==> src/rtl/rbw_pkg.sv <==
package rbw_pkg;

    typedef enum logic [1:0] {
        ST_IDLE  = 2'd0,
        ST_WAIT  = 2'd1,
        ST_READ  = 2'd2,
        ST_DRAIN = 2'd3
    } rbw_state_e;

endpackage

==> src/rtl/rbw_launch_gate.sv <==
module rbw_launch_gate #(
    parameter int CNT_W       = 16,
    parameter int SPACE_LSB   = 6,
    parameter int LVL_W       = 10,
    parameter int BURST_WORDS = 32
) (
    input  logic [CNT_W-1:0] fifo_wr_cnt,
    input  logic [LVL_W-1:0] buf_level,
    output logic             launch_ok
);
    // Low count bits are forced to one so only the upper field decides room.
    localparam logic [CNT_W-1:0] LOW_ONES  = CNT_W'((1 << SPACE_LSB) - 1);
    localparam logic [LVL_W-1:0] MIN_LEVEL = LVL_W'(BURST_WORDS);

    logic [CNT_W-1:0] cnt_masked;
    logic             space_ok;
    logic             data_ok;

    always_comb begin
        cnt_masked = fifo_wr_cnt | LOW_ONES;
        space_ok   = ~&cnt_masked;
        data_ok    = (buf_level >= MIN_LEVEL);
        launch_ok  = space_ok && data_ok;
    end

endmodule

==> src/rtl/rbw_beat_ctr.sv <==
module rbw_beat_ctr #(
    parameter int BURST_WORDS = 32
) (
    input  logic clk,
    input  logic rst_n,
    input  logic run,
    output logic last
);
    localparam int BEAT_W = (BURST_WORDS > 1) ? $clog2(BURST_WORDS) : 1;
    localparam logic [BEAT_W-1:0] LAST_BEAT = BEAT_W'(BURST_WORDS - 1);

    logic [BEAT_W-1:0] beat_d, beat_q;

    always_comb begin
        beat_d = beat_q;
        last   = run && (beat_q == LAST_BEAT);
        if (run) begin
            beat_d = last ? '0 : beat_q + 1'b1;
        end
    end

    always_ff @(posedge clk) begin
        if (!rst_n) begin
            beat_q <= '0;
        end else begin
            beat_q <= beat_d;
        end
    end

endmodule

==> src/rtl/rx_burst_writer.sv <==
module rx_burst_writer #(
    parameter int DATA_W      = 128,
    parameter int BURST_WORDS = 32,
    parameter int CNT_W       = 16,
    parameter int SPACE_LSB   = 6,
    parameter int LEN_W       = 32,
    parameter int LVL_W       = 10
) (
    input  logic              clk,
    input  logic              rst_n,
    input  logic              start,
    input  logic [LEN_W-1:0]  start_len,
    output logic              busy,
    output logic              done,
    input  logic [CNT_W-1:0]  fifo_wr_cnt,
    output logic              fifo_wr_en,
    output logic [DATA_W-1:0] fifo_wr_data,
    input  logic [LVL_W-1:0]  buf_level,
    output logic              buf_rd_en,
    input  logic [DATA_W-1:0] buf_rd_data
);
    import rbw_pkg::*;

    typedef struct packed {
        rbw_state_e       state;
        logic [LEN_W-1:0] left;
        logic             wr_en;
        logic             done;
    } regs_t;

    regs_t r_d, r_q;
    logic  launch_ok;
    logic  beat_last;
    logic  reading;

    assign reading = (r_q.state == ST_READ);

    rbw_launch_gate #(
        .CNT_W      (CNT_W),
        .SPACE_LSB  (SPACE_LSB),
        .LVL_W      (LVL_W),
        .BURST_WORDS(BURST_WORDS)
    ) u_gate (
        .fifo_wr_cnt(fifo_wr_cnt),
        .buf_level  (buf_level),
        .launch_ok  (launch_ok)
    );

    rbw_beat_ctr #(
        .BURST_WORDS(BURST_WORDS)
    ) u_beats (
        .clk  (clk),
        .rst_n(rst_n),
        .run  (reading),
        .last (beat_last)
    );

    always_comb begin
        r_d       = r_q;
        r_d.done  = 1'b0;
        // Write enable trails the buffer read by the port's one-cycle latency.
        r_d.wr_en = reading;
        unique case (r_q.state)
            ST_IDLE: begin
                if (start && (start_len != '0)) begin
                    r_d.state = ST_WAIT;
                    r_d.left  = start_len;
                end
            end
            ST_WAIT: begin
                if (launch_ok) begin
                    r_d.state = ST_READ;
                    r_d.left  = r_q.left - 1'b1;
                end
            end
            ST_READ: begin
                if (beat_last) begin
                    r_d.state = (r_q.left == '0) ? ST_DRAIN : ST_WAIT;
                end
            end
            ST_DRAIN: begin
                r_d.state = ST_IDLE;
                r_d.done  = 1'b1;
            end
            default: r_d.state = ST_IDLE;
        endcase
    end

    always_ff @(posedge clk) begin
        if (!rst_n) begin
            r_q <= '{state: ST_IDLE, left: '0, wr_en: 1'b0, done: 1'b0};
        end else begin
            r_q <= r_d;
        end
    end

    assign busy         = (r_q.state != ST_IDLE);
    assign done         = r_q.done;
    assign buf_rd_en    = reading;
    assign fifo_wr_en   = r_q.wr_en;
    assign fifo_wr_data = buf_rd_data;

endmodule

==> config.mk <==
export PLATFORM = sky130hd
export DESIGN_NAME = rx_burst_writer
export DESIGN_NICKNAME = d
export VERILOG_FILES = /design/src/rtl/rbw_pkg.sv /design/src/rtl/rbw_launch_gate.sv /design/src/rtl/rbw_beat_ctr.sv /design/src/rtl/rx_burst_writer.sv
export SDC_FILE = /design/constraint.sdc
export NUM_CORES = 1
export LEC_CHECK = 0
export ABC_CLOCK_PERIOD_IN_PS = 2600
export BUFFER_PORTS_ARGS = -buffer_cell sky130_fd_sc_hd__buf_2
export CORE_AREA = 2 2 125 127
export CTS_CLUSTER_DIAMETER = 150
export DETAILED_ROUTE_END_ITERATION = 12
export DIE_AREA = 0 0 127 129
export PLACE_DENSITY = 0.62
export REMOVE_ABC_BUFFERS = 1
export SYNTH_ARGS = -nofsm -noshare
export SYNTH_HDL_FRONTEND = slang
export SYNTH_HIERARCHICAL = 1
export SYNTH_SLANG_ARGS = --single-unit
==> constraint.sdc <==
create_clock -name clk -period 2.6 [get_ports clk]
set_clock_uncertainty 0.15 [all_clocks]
set_input_delay 0.39 -clock clk [delete_from_list [all_inputs] [get_ports clk]]
set_output_delay 0.39 -clock clk [all_outputs]
set_load 0.01 [all_outputs]
Word level (Yosys, flattened, before mapping)

Cells that the tools add are included.
W data, S select, Z words.

$add $sub $neg: 2
Reduce and logical (&&, ||, !) cells: 12
$lt $le $gt $ge: 1
Equality and inequality tests: 7
Mux-type cells: 8

Operators by type and width:

| operator                | count |
|---|---|
| $mux W34                | 2 |
| $pmux W32 S2            | 1 |
| $logic_not A32 Y1       | 1 |
| $reduce_bool A32 Y1     | 1 |
| $sub A32 B1 Y32 const B | 1 |
| $ge A10 B6 Y1 const B   | 1 |
| $reduce_and A10 Y1      | 1 |
| $pmux W2 S4             | 1 |
| $ne A2 B2 Y1 const B    | 3 |
| $reduce_and A3 Y1       | 2 |
| $add A5 B1 Y5 const B   | 1 |
| $eq A5 B5 Y1 const B    | 1 |
| $mux W5                 | 1 |
| $eq A2 B2 Y1 const B    | 2 |
| $mux W2                 | 2 |
| $reduce_bool A2 Y1      | 2 |
| $logic_and A1 B1 Y1     | 3 |
| $eq A2 B1 Y1 const B    | 1 |
| $logic_not A2 Y1        | 1 |
| $logic_not A1 Y1        | 1 |
| $mux W1                 | 1 |

Logic and storage cells: 35
Bits of input ports: 189
Output and inout port bits: 132
Register bits after elaboration: 41

Depth between registers and ports, before layout

Gate-level depths: netlist of the first run.

Depth in word-level cells: 5
Gate-level depth with buffers: 9
Mapped depth without buffers: 8

By module

The synthesis of the first run kept the hierarchy.

Modules (own cells, without submodules):

| module          | times used | area each (µm²) | seq. area each (µm²) | cells an instance |
|---|---|---|---|---|
| rx_burst_writer | 1          | 3290.7          | 720.7                | 458 |
| rbw_beat_ctr    | 1          | 270.3           | 100.1                | 25 |
| rbw_launch_gate | 1          | 35.0            | 0.0                  | 7 |

Least setup slack after synthesis of the first run

Ideal clock, no wire load.

Path kind: flip-flop to flip-flop
From: register r_q[2] (netlist name)
To: register r_q[32] (netlist name)
Path buffers: 0
Setup time: 59 ps
Slack: 234 ps
Clock period less this slack: 2366 ps
Arrival time: 2157 ps
Stages on the path, launching flop included: 9
Required time: 2391 ps
Cell sequence: dfxtp_1 inv_1 ha_1 or3b_2 nor3_4 nand2_2 or4_4 o31ai_2 a31o_1

Word-level cells in the longest chain between the ends: 3

Ends and longest elaborated chain:

| item                     | line                  | RTL |
|---|---|---|
| start: declaration       | rx_burst_writer.sv:31 | `regs_t r_d, r_q;` |
| start signal: assignment | rx_burst_writer.sv:91 | `r_q <= '{state: ST_IDLE, left: '0, wr_en: 1'b0, done: 1'b0};` |
| start signal: assignment | rx_burst_writer.sv:93 | `r_q <= r_d;` |
| $sub A32 B1 Y32          | rx_burst_writer.sv:73 | `r_d.left = r_q.left - 1'b1;` |
| $mux W34                 | rx_burst_writer.sv:71 | `if (launch_ok) begin` |
| $pmux W32 S2             | rx_burst_writer.sv:63 | `unique case (r_q.state)` |

No other way between the ends. The select of a mux whose other input is x is not followed.
A chain may end at the register's enable or synchronous reset.

Worst setup path in the final report of the first run

Ends and elaborated chain as after synthesis.

==> impl_metrics.yaml, run 1 <==
clocking:
  cts.path.max_buffers: 2
  postCtsResizedCells: 0
  clockRootBuffer: "clkbuf_16"
  cts_hold_buf: 0
  clkLatencyLatePin_ns: 0.29
  cts_tree: "yes"
  clk_pin_slew_worst_paths_ns: 0.06
  htree_levels: 2
  cts_num_sinks: 41
  postCtsSetupBuffers: 0
  cts_buffers: 5
die:
  fp.dieW_um: 127
  rows: 45
  io_pins: 321
  dieArea_um2: 16380
  core_area_um2: 14980
  die_h_um: 129
  initial_utilization_pct: 24.01
flow_run:
  max_cap_violations: 0
detailed_routing:
  vias: 3333
  drtAntennaViolNets: 0
  via_per_inst: 5.464
  drt_iter0_markers: 305
  firstDrtPassIters: 5
  drc_errors: 0
  wl_per_cell_um: 45.74
  wl_um: 27900
placement:
  hpwlAfterDp_um: 25460
  io_buffers: 53
  pre_cts_slack_ns: 0.02877
  gp_congestion: 1.237
layout:
  drive_above_1_share_pct: 26.78
  layout_common_cells: "nand2_1, buf_2, dfxtp_1"
  area_delta_synth_final_pct: -3.967
  fin_nets: 613
  final_common_cell: "nand2_1"
  n_antenna_cell: 0
global_route:
  grt_pass1_vias: 2927
  grt_first_pass_wirelength_um: 34180
  antenna_found_initial: 0
  overflow: 0
  grt_max_degree: 35
  grt_use_total_pct: 33.07
timing:
  worst_pin_slew_ns: 0.7681
  setup_viol: 0
  fmax_mhz: 409.3
  worst_slack_ns: 0.1569
  relSlewSlack_pct: 48.79
  hold_viol_final: 0
  rsz0062_at_grt: "no"
  fin_crit_sh_pct: 93.97
  fin_crit_ns: 2.443
  slew_violations: 0
  tns_ns: 0
logic_synthesis:
  synth.avg_cell_area_um2: 7.339
  synthFlopType: "dfxtp_1"
  seq_area_frac_synth_pct: 22.83
  synth_cell_types: 54
  synth_edf_count: 0
  ys_ff_latch: 41
  netlist_area_um2: 3596
  synth_warnings: 6
  synthArstFlopShare_pct: 0
  netlist_instances: 490
worst_setup_path:
  arrival_ns: 2.52
  end_kind: "flip-flop"
  cp.required_ns: 2.68
  cp-start-kind: "flip-flop"
  worstSetupPathType: "flip-flop to flip-flop"
  worstPathMaxFanout: 5
power_and_ir_drop:
  p_leak_nw: 1.439
  ir_drop_mv: 0.3107
  power_density_nw_per_um2: 610.4
worst_hold_path:
  hp-class: "input port to flip-flop"
run_status:
  outcome: "finished, final reports clean"
==> area by class of cell <==
cell class              count  area [µm²]
fillers                  1670       11520
multi-input cells         292        1703
flip-flops and latches     41       820.8
repair buffers             79       514.2
well taps                 188       235.2
clock buffers               7       142.6
clock inverters             1       30.03
inverters                   2       7.507
==> report_power, final <==
group          switching [mW]  total (mW)  internal [mW]
Combinational           0.357       0.630          0.273
Clock                   0.260       0.741          0.480
Sequential             0.0545       0.737          0.683
Total                   0.672        2.11           1.44
==> worst max-delay path: stages, from the launching register on <==
cell and delay (ns):
dfxtp_1 0.32, inv_1 0.09, ha_1 0.19, or3b_4 0.43, nor3_4 0.24, nand2_2 0.09
or4_4 0.53, o31ai_2 0.19, a31o_1 0.16
==> per-layer routing <==
layer	GRT usage, %	vias up	wire (µm)
li1	-	1451	-
met1	15.04	1414	4488
met2	59.01	415	13990
met3	43.58	47	7811
met4	15.51	6	1488
met5	7.941	-	119
==> path summary, 6_finish.rpt <==
| path | cells past startpoint | endpoint | slack (ns) | startpoint |
|---|---|---|---|---|
| setup / recovery | 8 | r_q[32] | 0.16 | r_q[2] |
| hold / removal | 5 | r_q[4] | 0.28 | start_len[2] |
| setup reg to reg | 8 | r_q[32] | 0.16 | r_q[2] |
| hold reg to reg | 2 | r_q[19] | 0.32 | r_q[19] |
==> cell usage after synthesis, types with 5 or more instances <==
master | instances | share of area [%]
nand4_1 | 6 | 1.0
o21a_1 | 5 | 1.0
o31ai_1 | 9 | 1.9
nor2b_1 | 7 | 1.2
nand2_1 | 65 | 6.8
nor3_1 | 11 | 1.5
o211ai_1 | 7 | 1.5
or3_1 | 8 | 1.4
nor2_1 | 20 | 2.1
buf_4 | 128 | 27
nor4_1 | 10 | 1.7
nand3_1 | 18 | 2.5
clkbuf_1 | 19 | 2.0
a21oi_1 | 29 | 4.0
o21ai_0 | 29 | 4.0
a31o_2 | 8 | 1.9
dfxtp_1 | 41 | 23
and3_1 | 5 | 0.87
==> sequential cells by signal, indices dropped and copies added, names as in the netlist <==
signal and flops:
r_q 34, u_beats/beat_q 5, done 1, fifo_wr_en 1
==> logic make-up (layout without fill, tap and decap cells) <==
family | count (synthesis) | in the layout | synth area share [%]
and+or+nand+nor | 176 | 176 | 25.57
DFF | 41 | 41 | 22.83
muxes | 2 | 2 | 0.5567
adders and majority gates | 3 | 3 | 1.044
xor gates and xnor gates | 1 | 1 | 0.2436
buffers and inverters | 157 | 89 | 30.06
AOI/OAI and AO/OA | 110 | 110 | 19.69
==> per-stage QoR <==
step | power [mW] | cells | utilization (%) | area (µm²) | hold WS (ns)
finish | 2.108 | 610 | 23.06 | 3453 | 0.2848
CTS | 2.104 | 610 | 23.02 | 3447 | 0.2859
global route | 2.217 | 610 | 23.06 | 3453 | 0.3203
detailed placement | 1.365 | 602 | 21.86 | 3274 | 0.3050
global placement | 1.360 | 602 | 21.86 | 3274 | 0.2981
floorplan | 1.095 | 335 | - | 2522 | 0.2806
No activity file was read; power rests on OpenSTA's default activity.
==> inputs of run 2 (changes only) <==
Settings changed: CELL_PAD_IN_SITES_DETAIL_PLACEMENT from default to 0, CELL_PAD_IN_SITES_GLOBAL_PLACEMENT from default to 1, CORE_AREA 2 2 125 127 to default, CORE_MARGIN from default to 2, CORE_UTILIZATION from default to 24, DIE_AREA 0 0 127 129 to default, GPL_ROUTABILITY_DRIVEN from default to 1, PLACE_DENSITY 0.62 to 0.87.
==> run 2 against run 1 <==
Net effect:
- flip-flop and latch count is the same
- critical path type unchanged
- core utilization shrank 0.12 points
- design area shrank 3.1%
- register-to-register slack gained 0.06 ns
- fmax grew 2.4%
- largest cell class unchanged
- routed wire length shrank 2.1%
- sequential power is essentially flat
- global-route usage shrank 0.16 points
==> impl_metrics.yaml, run 2 (synthesis results as in run 1) <==
run_status:
  outcome: "finished, final reports clean"
layout:
  area_delta_synth_final_pct: -6.959
  fin_util_pct: 22.93
  fill_cells: 1626
  drive_above_1_share_pct: 25.42
  reg_top3: "r_q: 34 flops, u_beats/beat_q: 5 flops"
  fin_nets: 608
  n_antenna_cell: 0
  regMostFlops: "r_q"
  regArea_um2: 820.8
  layout_common_cells: "nand2_1, buf_2, dfxtp_1"
  largest_reg_flops: 34
  postLayoutCellArea_um2: 3346
  multi_input_area_um2: 1703
  final_common_cell: "nand2_1"
power_and_ir_drop:
  ir_drop_mv: 0.2770
  power_density_nw_per_um2: 583.0
  p_leak_nw: 1.387
timing:
  fin_crit_ns: 2.385
  setup_viol: 0
  fmax_mhz: 419.2
  worst_pin_slew_ns: 0.6154
  relSlewSlack_pct: 58.97
  tns_ns: 0
  hold_viol_final: 0
  fin_crit_sh_pct: 91.74
  slew_violations: 0
  worst_slack_ns: 0.2148
  rsz0062_at_grt: "no"
detailed_routing:
  firstDrtPassIters: 5
  drtAntennaViolNets: 0
  wl_per_cell_um: 45.43
  wl_um: 27310
  vias: 3268
  drt_iter0_markers: 315
  via_per_inst: 5.438
  drc_errors: 0
worst_setup_path:
  cp-start-kind: "flip-flop"
  max_stage_delay_ns: 0.52
  end_kind: "flip-flop"
  worstPathMaxFanout: 5
  arrival_ns: 2.47
  worstSetupPathType: "flip-flop to flip-flop"
  crit_family: "simple AND/OR/NAND/NOR gates"
  critPathBufInv: 1
  cp.required_ns: 2.69
  cp_cell_sequence: "inv_1 > ha_1 > or3b_4 > nor3_4 > nand2_2 > or4_4 > o31ai_2 > a31o_1"
  cpMaxStageDelayCell: "or4_4"
global_route:
  grt_use_total_pct: 32.91
  grt_pass1_vias: 2865
  antenna_found_initial: 0
  grt_first_pass_wirelength_um: 33510
  grt_max_degree: 42
  overflow: 0
clocking:
  cts_tree: "yes"
  clkLatencyLatePin_ns: 0.29
  htree_levels: 2
  cts.path.max_buffers: 2
  cts_buffers: 5
  cts_hold_buf: 0
  clockRootBuffer: "clkbuf_16"
  cts_num_sinks: 41
  clk_pin_slew_worst_paths_ns: 0.06
placement:
  pre_cts_slack_ns: 0.09461
  gp_congestion: 1.103
  hpwlAfterDp_um: 25080
  io_buffers: 53
  postPlaceCellArea_um2: 3207
die:
  dieArea_um2: 15980
  io_pins: 321
  initial_utilization_pct: 24.65
  die_h_um: 126.4
  fp.dieW_um: 126.4
  rows: 44
  core_area_um2: 14590
flow_run:
  max_cap_violations: 0
worst_hold_path:
  hp-class: "input port to flip-flop"
run 2: what timing repair did:
action,in CTS,in global routing
resized for setup,0,1
setup buffers,0,0
setup endpoints to repair,0,3
run 2: stage by stage:
stage               power (mW)  hold WS (ns)  cells
finish                   1.951        0.2893    601
global route             2.047        0.3333    601
CTS                      1.942        0.2963    601
detailed placement       1.341        0.3098    593
global placement         1.334        0.2961    593
floorplan                1.095        0.2806    335
run 2: worst paths after layout:
kind,start,to,slack [ns],depth (start not counted)
worst max register to register,r_q[2],r_q[32],0.21,8
worst min-delay path,start_len[2],r_q[4],0.29,5
worst max-delay path,r_q[2],r_q[32],0.21,8
worst min register to register,r_q[19],r_q[19],0.32,2
run 2: tightest hold or removal path, stage by stage:
cell	delay, ns
buf_2	0.09
nand2_1	0.05
nand2_1	0.05
nand3_1	0.07
nand2_1	0.05
run 2: per-layer routing:
| metal | GRT usage, % | up-vias | wire length [µm] |
|---|---|---|---|
| met5 | 13.62 | - | 213 |
| met4 | 21.27 | 6 | 2165 |
| met3 | 40.91 | 59 | 7151 |
| met2 | 55.24 | 347 | 13090 |
| met1 | 16.02 | 1421 | 4689 |
| li1 | - | 1435 | - |
run 2: area by class of cell:
| type | count | area share (%) |
|---|---|---|
| inverter | 2 | 0.2244 |
| multi-input combinational | 292 | 50.90 |
| clock buffer | 8 | 4.076 |
| timing repair buffer | 74 | 13.39 |
| sequential | 41 | 24.53 |
| tap | 184 | 6.881 |
run 2: power breakdown:
| group | internal [mW] | leakage (nW) | switching [mW] |
|---|---|---|---|
| combinational | 0.254 | 0.985 | 0.348 |
| clock | 0.358 | 0.0652 | 0.253 |
| sequential | 0.683 | 0.336 | 0.0541 |
==> inputs of run 3 (changes only) <==
--- a/config.mk
+++ b/config.mk
@@ -8,4 +8,5 @@
 export ABC_CLOCK_PERIOD_IN_PS = 2600
 export BUFFER_PORTS_ARGS = -buffer_cell sky130_fd_sc_hd__buf_2
+export CAP_MARGIN = 30
 export CELL_PAD_IN_SITES_DETAIL_PLACEMENT = 0
 export CELL_PAD_IN_SITES_GLOBAL_PLACEMENT = 1
@@ -15,8 +16,7 @@
 export DETAILED_ROUTE_END_ITERATION = 12
 export GPL_ROUTABILITY_DRIVEN = 1
-export PLACE_DENSITY = 0.87
+export PLACE_DENSITY = 0.89
 export REMOVE_ABC_BUFFERS = 1
 export SYNTH_ARGS = -nofsm -noshare
 export SYNTH_HDL_FRONTEND = slang
-export SYNTH_HIERARCHICAL = 1
 export SYNTH_SLANG_ARGS = --single-unit
--- a/constraint.sdc
+++ b/constraint.sdc
@@ -3,3 +3,3 @@
 set_input_delay 0.39 -clock clk [delete_from_list [all_inputs] [get_ports clk]]
 set_output_delay 0.39 -clock clk [all_outputs]
-set_load 0.01 [all_outputs]
+set_load 0.05 [all_outputs]
==> run 3 against run 2 <==
Net effect:
- sequential power increased by 6.4%
- largest power group is now combinational logic
- clock-buffer cell count fell by 3
- flip-flop and latch count stayed put
- routed wire length is 2.9% higher
- critical path type unchanged
==> impl_metrics.yaml, run 3 <==
global_route:
  grt_first_pass_wirelength_um: 33510
  overflow: 0
  grt_max_degree: 45
  antenna_found_initial: 1
  grt_use_total_pct: 35.63
  grt_pass1_vias: 2982
flow_run:
  max_cap_violations: 0
placement:
  place_inst: 593
  hpwlAfterDp_um: 25480
  gp_congestion: 1.138
  io_buffers: 53
  postPlaceCellArea_um2: 3164
power_and_ir_drop:
  p_clk_share_pct: 26.5
  power_density_nw_per_um2: 704.4
  ir_drop_mv: 0.3135
  switchingPower_mw: 0.8870
  p_int_mw: 1.468
  p_seq_share_pct: 33.3
  switching_share_pct: 37.67
  p_leak_nw: 1.312
  pwr-share-comb_pct: 40.2
clocking:
  cts.path.max_buffers: 2
  cts_num_sinks: 41
  clkLatencyLatePin_ns: 0.29
  cts_buffers: 5
  cts_tree: "yes"
  clk_pin_slew_worst_paths_ns: 0.06
  htree_levels: 2
  clockRootBuffer: "clkbuf_16"
  postCtsSetupBuffers: 0
die:
  fp.dieW_um: 124.2
  io_pins: 321
  dieArea_um2: 15420
  die_h_um: 124.2
  rows: 43
  core_area_um2: 13990
  initial_utilization_pct: 24.79
timing:
  hold_viol_final: 0
  rsz0062_at_grt: "yes"
  relSlewSlack_pct: 67.36
  slew_violations: 0
  fin_crit_ns: 2.549
  tns_ns: 0
  fmax_mhz: 392.3
  worst_pin_slew_ns: 0.4886
  setup_viol: 0
  fin_crit_sh_pct: 98.05
detailed_routing:
  via_per_inst: 5.640
  wl_per_cell_um: 46.66
  drt_iter0_markers: 322
  wl_um: 28090
  vias: 3395
  drc_errors: 0
  firstDrtPassIters: 5
  drtAntennaViolNets: 0
worst_setup_path:
  cp-start-kind: "flip-flop"
  cp.required_ns: 2.62
  arrival_ns: 2.57
  critPathBufInv: 1
  ff2ff_setup_slack_ns: 0.05
  end_kind: "flip-flop"
  crit_end: "r_q[32]"
  crit_family: "simple AND/OR/NAND/NOR gates"
  reg2reg_to: "r_q[32]"
  worstSetupPathType: "flip-flop to flip-flop"
  worst-path-stages: 8
  cp_cell_sequence: "inv_1 > ha_1 > or3b_2 > or3_4 > or4_4 > o31a_1 > o21ai_1 > a21oi_1"
  max_stage_delay_ns: 0.46
  worstPathMaxFanout: 5
  worstSetupStartpoint: "r_q[2]"
  rr_worst_depth: 8
  rr_startpoint: "r_q[2]"
  cpMaxStageDelayCell: "or3b_2"
worst_hold_path:
  hp-class: "input port to flip-flop"
layout:
  reg_top3: "r_q: 34 flops, u_beats.beat_q: 5 flops"
  postLayoutCellArea_um2: 3343
  area_delta_synth_final_pct: -3.573
  layout.cells.non_filler: 602
  fill_cells: 1598
  fin_nets: 612
  largest_reg_flops: 34
  layout_common_cells: "nand2_1, buf_2, a21oi_1"
  regMostFlops: "r_q"
  drive_above_1_share_pct: 26.60
  final_common_cell: "nand2_1"
logic_synthesis:
  synth_common_cells: "buf_4, nand2_1, a21oi_1, dfxtp_1, o21ai_0"
  netlist_area_um2: 3467
  synth_top_area_cell: "buf_4"
  ys_ff_latch: 41
  synth_most_common_cell: "buf_4"
  yosys.area.top_type_share_pct: 27.72
  synthArstFlopShare_pct: 0
  synth.avg_cell_area_um2: 7.223
  synthTopCellsByArea: "buf_4, dfxtp_1, a21oi_1"
  synthFlopType: "dfxtp_1"
  synth_edf_count: 0
  seq_area_frac_synth_pct: 23.67
  synth_warnings: 0
  synth_cell_types: 44
  netlist_instances: 480
run_status:
  outcome: "finished, final reports clean"
## run 3: changes by cell type in the layout (fill, tap and decap cells not counted), moves of 5 or more
| cell | change |
|---|---|
| a21oi_1 | +21 |
| buf_4 | +13 |
| nand3_1 | -13 |
| nand2_1 | -10 |
| nor3_1 | +10 |
| o32ai_1 | +10 |
| a31o_2 | -6 |
| o211ai_1 | -5 |
## run 3: kinds of logic after synthesis
kind of cell / share of synthesized area, %
buf+inv: 31.11
simple gates: 22.84
compound gates: 20.97
flops: 23.67
fa+ha+maj: 1.083
mux: 0.3248
## run 3: worst reg2reg max path, cell delays in order (launching register included)
cell and delay, ns:
dfxtp_1 0.31, inv_1 0.07, ha_1 0.17, or3b_2 0.46, or3_4 0.35, or4_4 0.46, o31a_1 0.25, o21ai_1 0.12
a21oi_1 0.08
## run 3: cell type report
cell class              count  area [µm²]  share of cell area (%)
diodes                      1       2.502                 0.07485
clock buffers               5       125.1                   3.743
clock inverters             3       17.52                  0.5240
inverters                   6       22.52                  0.6737
multi-input cells         280        1603                   47.94
flip-flops and latches     41       822.0                   24.59
well taps                 180       225.2                   6.737
repair buffers             86       525.5                   15.72
## run 3: worst min-delay path by stage
| stage | startpoint | to | slack (ns) | depth (start not counted) |
|---|---|---|---|---|
| floorplan | u_beats.beat_q[4] | u_beats.beat_q[4] | 0.29 | 2 |
| global placement | u_beats.beat_q[4] | u_beats.beat_q[4] | 0.30 | 2 |
| detailed placement | u_beats.beat_q[4] | u_beats.beat_q[4] | 0.30 | 2 |
| CTS | start_len[29] | r_q[31] | 0.30 | 3 |
| global route | start_len[21] | r_q[23] | 0.33 | 3 |
| finish | start_len[29] | r_q[31] | 0.30 | 3 |
## run 3: routing by layer
metal	part of all wire (%)	vias up	GRT usage [%]
met3	26	89	43.22
met1	17	1480	17.08
met2	46	367	57.72
met5	0.93	-	13.54
met4	10	8	30.06
li1	-	1451	-
## run 3: metrics by stage
| stage | util (%) | hold slack (ns) | power, mW | setup WS (ns) |
|---|---|---|---|---|
| 6_report | 23.90 | 0.2950 | 2.355 | 0.05069 |
| 5_1_grt | 23.88 | 0.3271 | 2.481 | -0.05467 |
| 4_1_cts | 23.77 | 0.2982 | 2.327 | 0.002393 |
| 3_5_place_dp | 22.62 | 0.3003 | 1.692 | -0.05143 |
| 3_3_place_gp | 22.62 | 0.2970 | 1.688 | -0.02861 |
| 2_1_floorplan | - | 0.2862 | 1.315 | -0.04486 |
## run 3: power by group through the flow
stage | combinational [mW] | sequential (mW) | clock [mW]
after floorplan | 0.532 | 0.783 | 0
after global placement | 0.898 | 0.790 | 0
after detailed placement | 0.902 | 0.790 | 0
after CTS | 0.921 | 0.777 | 0.629
after global routing | 1.04 | 0.792 | 0.649
final | 0.948 | 0.784 | 0.624
## run 3: timing repair
action                                  4_1_cts  5_1_grt
endpoints found under the setup margin        2       10
pin swaps                                     0        4
resized for setup                             4        6
hold endpoints to repair                      0        0
hold buffers                                  0        0
